<file path="config.mk">
export PLATFORM = sky130hd
export DESIGN_NAME = mtg_gate
export DESIGN_NICKNAME = d
export VERILOG_FILES = /design/src/rtl/mtg_pkg.sv /design/src/rtl/mtg_cfg_regs.sv /design/src/rtl/mtg_wsum.sv /design/src/rtl/mtg_thr_bank.sv /design/src/rtl/mtg_gate.sv
export SDC_FILE = /design/constraint.sdc
export NUM_CORES = 1
export LEC_CHECK = 0
export BUFFER_PORTS_ARGS = -buffer_cell sky130_fd_sc_hd__buf_2
export CORE_UTILIZATION = 55
export CTS_CLUSTER_DIAMETER = 100
export DETAILED_ROUTE_END_ITERATION = 16
export PLACE_DENSITY = 0.75
export SYNTH_ARGS = -nofsm -noshare
export SYNTH_HDL_FRONTEND = slang
export SYNTH_HIERARCHICAL = 1
export SYNTH_SLANG_ARGS = --single-unit
</file>
<file path="constraint.sdc">
create_clock -name clk -period 6.6 [get_ports clk]
set_clock_uncertainty 0.1 [all_clocks]
set_input_delay 0.99 -clock clk [delete_from_list [all_inputs] [get_ports clk]]
set_output_delay 0.99 -clock clk [all_outputs]
set_load 0.01 [all_outputs]
</file>
<file path="src/rtl/mtg_pkg.sv">
package mtg_pkg;
   // accumulator width that holds +/- N * 2^(W-1) without wrap
   function automatic int acc_width(input int n_in, input int w_bits);
      return w_bits + $clog2(n_in + 1);
   endfunction

   function automatic int addr_width(input int n_in, input int t_max);
      return $clog2(n_in + t_max + 1);
   endfunction
endpackage

</file>
<file path="src/rtl/mtg_cfg_regs.sv">
module mtg_cfg_regs
   import mtg_pkg::*;
#(
   parameter int N_IN   = 8,
   parameter int W_BITS = 6,
   parameter int T_MAX  = 8,
   parameter int ACC_W  = acc_width(N_IN, W_BITS),
   parameter int ADDR_W = addr_width(N_IN, T_MAX)
) (
   input  logic                      clk,
   input  logic                      rst,
   input  logic                      cfg_we,
   input  logic [ADDR_W-1:0]         cfg_addr,
   input  logic [ACC_W-1:0]          cfg_wdata,
   output logic [N_IN*W_BITS-1:0]    w_flat,
   output logic [T_MAX*ACC_W-1:0]    t_flat,
   output logic                      base_q
);
   localparam int ADDR_BASE = N_IN + T_MAX;
   localparam logic [ACC_W-1:0] SLOT_TOP = {1'b0, {(ACC_W-1){1'b1}}};

   generate
      for (genvar i = 0; i < N_IN; i++) begin : g_wt
         always_ff @(posedge clk) begin
            if (rst)
               w_flat[i*W_BITS +: W_BITS] <= '0;
            else if (cfg_we && cfg_addr == ADDR_W'(i))
               w_flat[i*W_BITS +: W_BITS] <= cfg_wdata[W_BITS-1:0];
         end
      end
      for (genvar j = 0; j < T_MAX; j++) begin : g_slot
         always_ff @(posedge clk) begin
            if (rst)
               t_flat[j*ACC_W +: ACC_W] <= SLOT_TOP;
            else if (cfg_we && cfg_addr == ADDR_W'(N_IN + j))
               t_flat[j*ACC_W +: ACC_W] <= cfg_wdata;
         end
      end
   endgenerate

   always_ff @(posedge clk) begin
      if (rst)
         base_q <= 1'b0;
      else if (cfg_we && cfg_addr == ADDR_W'(ADDR_BASE))
         base_q <= cfg_wdata[0];
   end


   base_write_chk: assert property (@(posedge clk) disable iff (rst)
      (cfg_we && cfg_addr == ADDR_W'(ADDR_BASE)) |=> (base_q == $past(cfg_wdata[0])));
endmodule

</file>
<file path="src/rtl/mtg_wsum.sv">
module mtg_wsum
   import mtg_pkg::*;
#(
   parameter int N_IN   = 8,
   parameter int W_BITS = 6,
   parameter int ACC_W  = acc_width(N_IN, W_BITS)
) (
   input  logic                          clk,
   input  logic                          rst,
   input  logic [N_IN-1:0]               x,
   input  logic [N_IN*W_BITS-1:0]        w_flat,
   output logic signed [ACC_W-1:0]       sum
);
   localparam int BOUND = N_IN * (1 << (W_BITS - 1));

   logic signed [ACC_W-1:0] term [N_IN];

   generate
      for (genvar i = 0; i < N_IN; i++) begin : g_term
         logic signed [W_BITS-1:0] wi;
         assign wi      = w_flat[i*W_BITS +: W_BITS];
         assign term[i] = x[i] ? ACC_W'(wi) : '0;
      end
   endgenerate

   always_comb begin
      sum = '0;
      for (int i = 0; i < N_IN; i++)
         sum = sum + term[i];
   end


   no_overflow_chk: assert property (@(posedge clk) disable iff (rst)
      (sum >= -BOUND) && (sum <= BOUND));
endmodule

</file>
<file path="src/rtl/mtg_thr_bank.sv">
module mtg_thr_bank
   import mtg_pkg::*;
#(
   parameter int T_MAX = 8,
   parameter int ACC_W = 10
) (
   input  logic signed [ACC_W-1:0]   sum,
   input  logic [T_MAX*ACC_W-1:0]    t_flat,
   output logic                      cross_par
);
   logic [T_MAX-1:0] reached;

   generate
      for (genvar j = 0; j < T_MAX; j++) begin : g_cmp
         logic signed [ACC_W-1:0] tj;
         assign tj         = t_flat[j*ACC_W +: ACC_W];
         assign reached[j] = (sum >= tj);
      end
      if (T_MAX == 1) begin : g_one
         assign cross_par = reached[0];
      end else begin : g_many
         assign cross_par = ^reached;
      end
   endgenerate
endmodule

</file>
<file path="src/rtl/mtg_gate.sv">
module mtg_gate
   import mtg_pkg::*;
#(
   parameter int N_IN   = 8,
   parameter int W_BITS = 6,
   parameter int T_MAX  = 8,
   parameter int ACC_W  = acc_width(N_IN, W_BITS),
   parameter int ADDR_W = addr_width(N_IN, T_MAX)
) (
   input  logic              clk,
   input  logic              rst,
   input  logic              cfg_we,
   input  logic [ADDR_W-1:0] cfg_addr,
   input  logic [ACC_W-1:0]  cfg_wdata,
   input  logic              in_valid,
   input  logic [N_IN-1:0]   in_data,
   output logic              out_valid,
   output logic              out_bit
);
   generate
      if (N_IN < 1)   begin : g_bad_n  $error("N_IN must be at least 1"); end
      if (W_BITS < 2) begin : g_bad_w  $error("W_BITS must be at least 2"); end
      if (T_MAX < 1)  begin : g_bad_t  $error("T_MAX must be at least 1"); end
      if (ACC_W < acc_width(N_IN, W_BITS)) begin : g_bad_acc
         $error("ACC_W too narrow for the weight range");
      end
   endgenerate

   logic [N_IN*W_BITS-1:0]  w_flat;
   logic [T_MAX*ACC_W-1:0]  t_flat;
   logic                    base_q;
   logic signed [ACC_W-1:0] sum;
   logic                    cross_par;

   mtg_cfg_regs #(
      .N_IN(N_IN), .W_BITS(W_BITS), .T_MAX(T_MAX), .ACC_W(ACC_W), .ADDR_W(ADDR_W)
   ) u_cfg (
      .clk(clk), .rst(rst), .cfg_we(cfg_we), .cfg_addr(cfg_addr),
      .cfg_wdata(cfg_wdata), .w_flat(w_flat), .t_flat(t_flat), .base_q(base_q)
   );

   mtg_wsum #(
      .N_IN(N_IN), .W_BITS(W_BITS), .ACC_W(ACC_W)
   ) u_sum (
      .clk(clk), .rst(rst), .x(in_data), .w_flat(w_flat), .sum(sum)
   );

   mtg_thr_bank #(
      .T_MAX(T_MAX), .ACC_W(ACC_W)
   ) u_thr (
      .sum(sum), .t_flat(t_flat), .cross_par(cross_par)
   );

   always_ff @(posedge clk) begin
      if (rst) begin
         out_valid <= 1'b0;
         out_bit   <= 1'b0;
      end else begin
         out_valid <= in_valid;
         if (in_valid)
            out_bit <= base_q ^ cross_par;
      end
   end


   valid_rise_chk: assert property (@(posedge clk) disable iff (rst)
      in_valid |=> out_valid);

   valid_idle_chk: assert property (@(posedge clk) disable iff (rst)
      !in_valid |=> !out_valid);

   bit_hold_chk: assert property (@(posedge clk) disable iff (rst)
      !in_valid |=> $stable(out_bit));
endmodule

</file>
==> impl_metrics.csv <==
group,metric,value,unit
cells_and_area,final_util,67.5,%
floorplan,initial_utilization,56.8,%
setup_path,critPathMaxFanout,6,
sta,hold_viol,0,
logic_synthesis,synth.cell_area,0.00869,mm^2
logic_synthesis,synth_top_cell_by_area,"dfxtp_1",
setup_path,cp.required,6.86,ns
setup_path,cp-start-kind,"input pin",
pwr,ir_worst_vdd,195,uV
floorplan,die_w,128,um
logic_synthesis,synth_sequential_area_ratio,30.2,%
drt,wl_per_cell,17.1,um
logic_synthesis,synthFlopType,"dfxtp_1",
logic_synthesis,synth_cell_type_count,51,
floorplan,die_h,128,um
run,maxCapViolCount,0,
sta,finalMaxSlewViolations,0,
clock_network,numClockSinks,131,
logic_synthesis,syn_avg_cell_area,9.45,um^2
setup_path,path_class,"input pin to flop",
cells_and_area,syn_to_final_growth,18.9,%
pwr,power_density,182,mW/mm^2
floorplan,pin_count,29,
placement,portBuffers,28,
sta,worstMarginPinSlew,0.946,ns
placement,dpl.hpwl,14.8,mm
drt,route.detailed.drc,0,
logic_synthesis,ys_warn_count,6,
clock_network,cts_root_buf,"clkbuf_16",
cells_and_area,fillers,1187,
logic_synthesis,synth_edf_count,0,
outcome,status,"finished clean",
clock_network,clk_pin_slew_worst_paths,0.06,ns
sta,slew_headroom,36.7,%
floorplan,fp-row-count,45,
drt,dr.pass1.iters,5,
clock_network,h-tree-depth,4,
sta,period_share,97.5,%
cells_and_area,insertedDiodeCount,0,
logic_synthesis,synthTopCellsByArea,"dfxtp_1, mux2i_1, ha_1",
drt,vias,6425,
global_routing,antenna_found_initial,0,
global_routing,track_usage,26.7,%
drt,vias_per_cell,5.30,
sta,timing.final.crit_period,6.44,ns
cells_and_area,drive_gt1_share,18.8,%
logic_synthesis,syn_nets,1077,
setup_path,worstPathArrival,6.69,ns
logic_synthesis,ys_seq_elements,131,
clock_network,cts_tree,"built",
logic_synthesis,syn_inst,920,
clock_network,clock_latency,0.43,ns
logic_synthesis,synthArstFlopShare,0,%
global_routing,grt_max_degree,84,
clock_network,numCtsBuffers,17,
global_routing,grt_pass1_wl,33.6,mm
setup_path,end_kind,"flop",
global_routing,grt-ovfl-total,0,
drt,drtIter0Drc,356,
drt,ant_nets,0,
logic_synthesis,yosysTopAreaCellShare,30.2,%
global_routing,grt_pass1_vias,6505,
min_path,hold_class,"flop to flop",
placement,gp_congestion,0.881,
drt,wl,20.7,mm
sta,timing.fmax,155,MHz
sta,setup_viol,0,
floorplan,coreArea,0.0153,mm^2
pwr,power,0.00188,W
clock_network,clockBufferDepth,2,
floorplan,dieArea,0.0163,mm^2
pwr,power_leakage,5.61,nW
clock_network,cts_hold_buf,0,
cells_and_area,nNetsFinal,1145,
[critical path: stages]
cell	delay, ns
buf_6	0.11
and2_4	0.13
fa_1	0.51
fa_1	0.51
fa_1	0.53
inv_2	0.05
fa_1	0.55
inv_2	0.05
ha_4	0.15
fa_2	0.36
buf_6	0.14
a211oi_4	0.25
or4b_4	0.18
o2111ai_4	0.15
buf_6	0.19
buf_4	0.14
ha_4	0.15
nor2_2	0.09
nand2_1	0.08
a21oi_2	0.14
o21ai_1	0.09
a21oi_1	0.18
xor2_1	0.18
xor3_1	0.47
xnor2_2	0.16
a211oi_2	0.16
[cells by family after synthesis]
group	after synthesis	synth area share (%)
adder cells (fa/ha/maj)	130	22.2
multiplexers	129	14.9
AND/OR/NAND/NOR	283	17.7
flip-flops	131	30.2
buffers and inverters	153	7.23
AO/OA/AOI/OAI	83	6.48
XOR/XNOR	11	1.44
[path summary, 6_finish.rpt]
kind                                   to                           from  slack [ns]  cells after the start
max                  out_bit$_SDFFE_PP0P_                     in_data[7]        0.16                     26
min          u_cfg/w_flat[0]$_SDFFE_PP0P_   u_cfg/w_flat[0]$_SDFFE_PP0P_        0.38                      2
max reg2reg          out_bit$_SDFFE_PP0P_  u_cfg/w_flat[44]$_SDFFE_PP0P_        0.48                     25
min reg2reg  u_cfg/w_flat[0]$_SDFFE_PP0P_   u_cfg/w_flat[0]$_SDFFE_PP0P_        0.38                      2
[layer usage]
metal / track usage (%) / wire length [um]
met4: 8.93 / 378
met2: 43.1 / 9640
met5: 0 / 0
met1: 36.5 / 10100
met3: 4.42 / 635
[layout by cell type, fill, tap and decap left out, types with 26 or more instances in the layout]
master,n
and2_1,34
buf_2,26
buf_4,49
dfxtp_1,131
fa_1,38
ha_1,77
inv_1,111
mux2i_1,129
nand2b_1,69
nor2_1,95
[what timing repair did]
action / in CTS / in global routing
pin swaps: 4 / 42
hold endpoints to repair: 0 / 0
gates resized for setup: 17 / 60
setup buffers: 0 / 12
setup endpoints to repair: 1 / 1
[registers in the layout, summed over array words and instances (netlist names)]
signal,count
u_cfg/t_flat,80
u_cfg/w_flat,48
out_bit,1
out_valid,1
u_cfg/base_q,1
[cells in the mapped netlist, drive strengths merged, types with 2 or more instances]
master and instances:
nand4 9, o21ai 18, nand3 10, dfxtp 131, mux2i 129, clkbuf 16
buf 19, nand2 30, clkinv 2, fa 40, a21o 10, a311oi 8
nor2b 11, nand2b 69, xor2 5, ha 90, a2111oi 3, nor2 97
o211ai 4, inv 116, and4bb 2, and4 8, xnor2 4, o2bb2ai 3
and2 39, a21oi 25, a211oi 3, a21boi 8, and3 3
[stage by stage]
step	cells	hold slack (ns)	TNS, ns	setup WS (ns)	instance area [um^2]
4_1_cts	1201	0.379	0	0.00737	9950
3_5_place_dp	1169	0.363	-0.531	-0.531	9280
3_3_place_gp	1169	0.357	-0.510	-0.510	9280
2_1_floorplan	920	0.344	0	0.00629	8710
5_1_grt	1212	0.399	-0.0432	-0.0432	10300
6_report	1212	0.377	0	0.164	10300
[power by group]
group / total, W / internal [W] / switching, W / leakage, nW
logic: 0.000174 / 0.0000783 / 0.0000959 / 4.28
registers: 0.000802 / 0.000798 / 0.00000416 / 1.06
clock network: 0.000903 / 0.000519 / 0.000384 / 0.270
total: 0.00188 / 0.00140 / 0.000484 / 5.61
[final cells by class]
class | instances | area (um^2) | share of cell area (%)
Sequential cell | 131 | 2620 | 25.4
Clock buffer | 17 | 425 | 4.12
Clock inverter | 15 | 134 | 1.30
Timing Repair Buffer | 84 | 608 | 5.88
Inverter | 118 | 443 | 4.28
Tap cell | 211 | 264 | 2.55
Multi-Input combinational cell | 636 | 5840 | 56.5
Power figures use the tool's default switching activity.
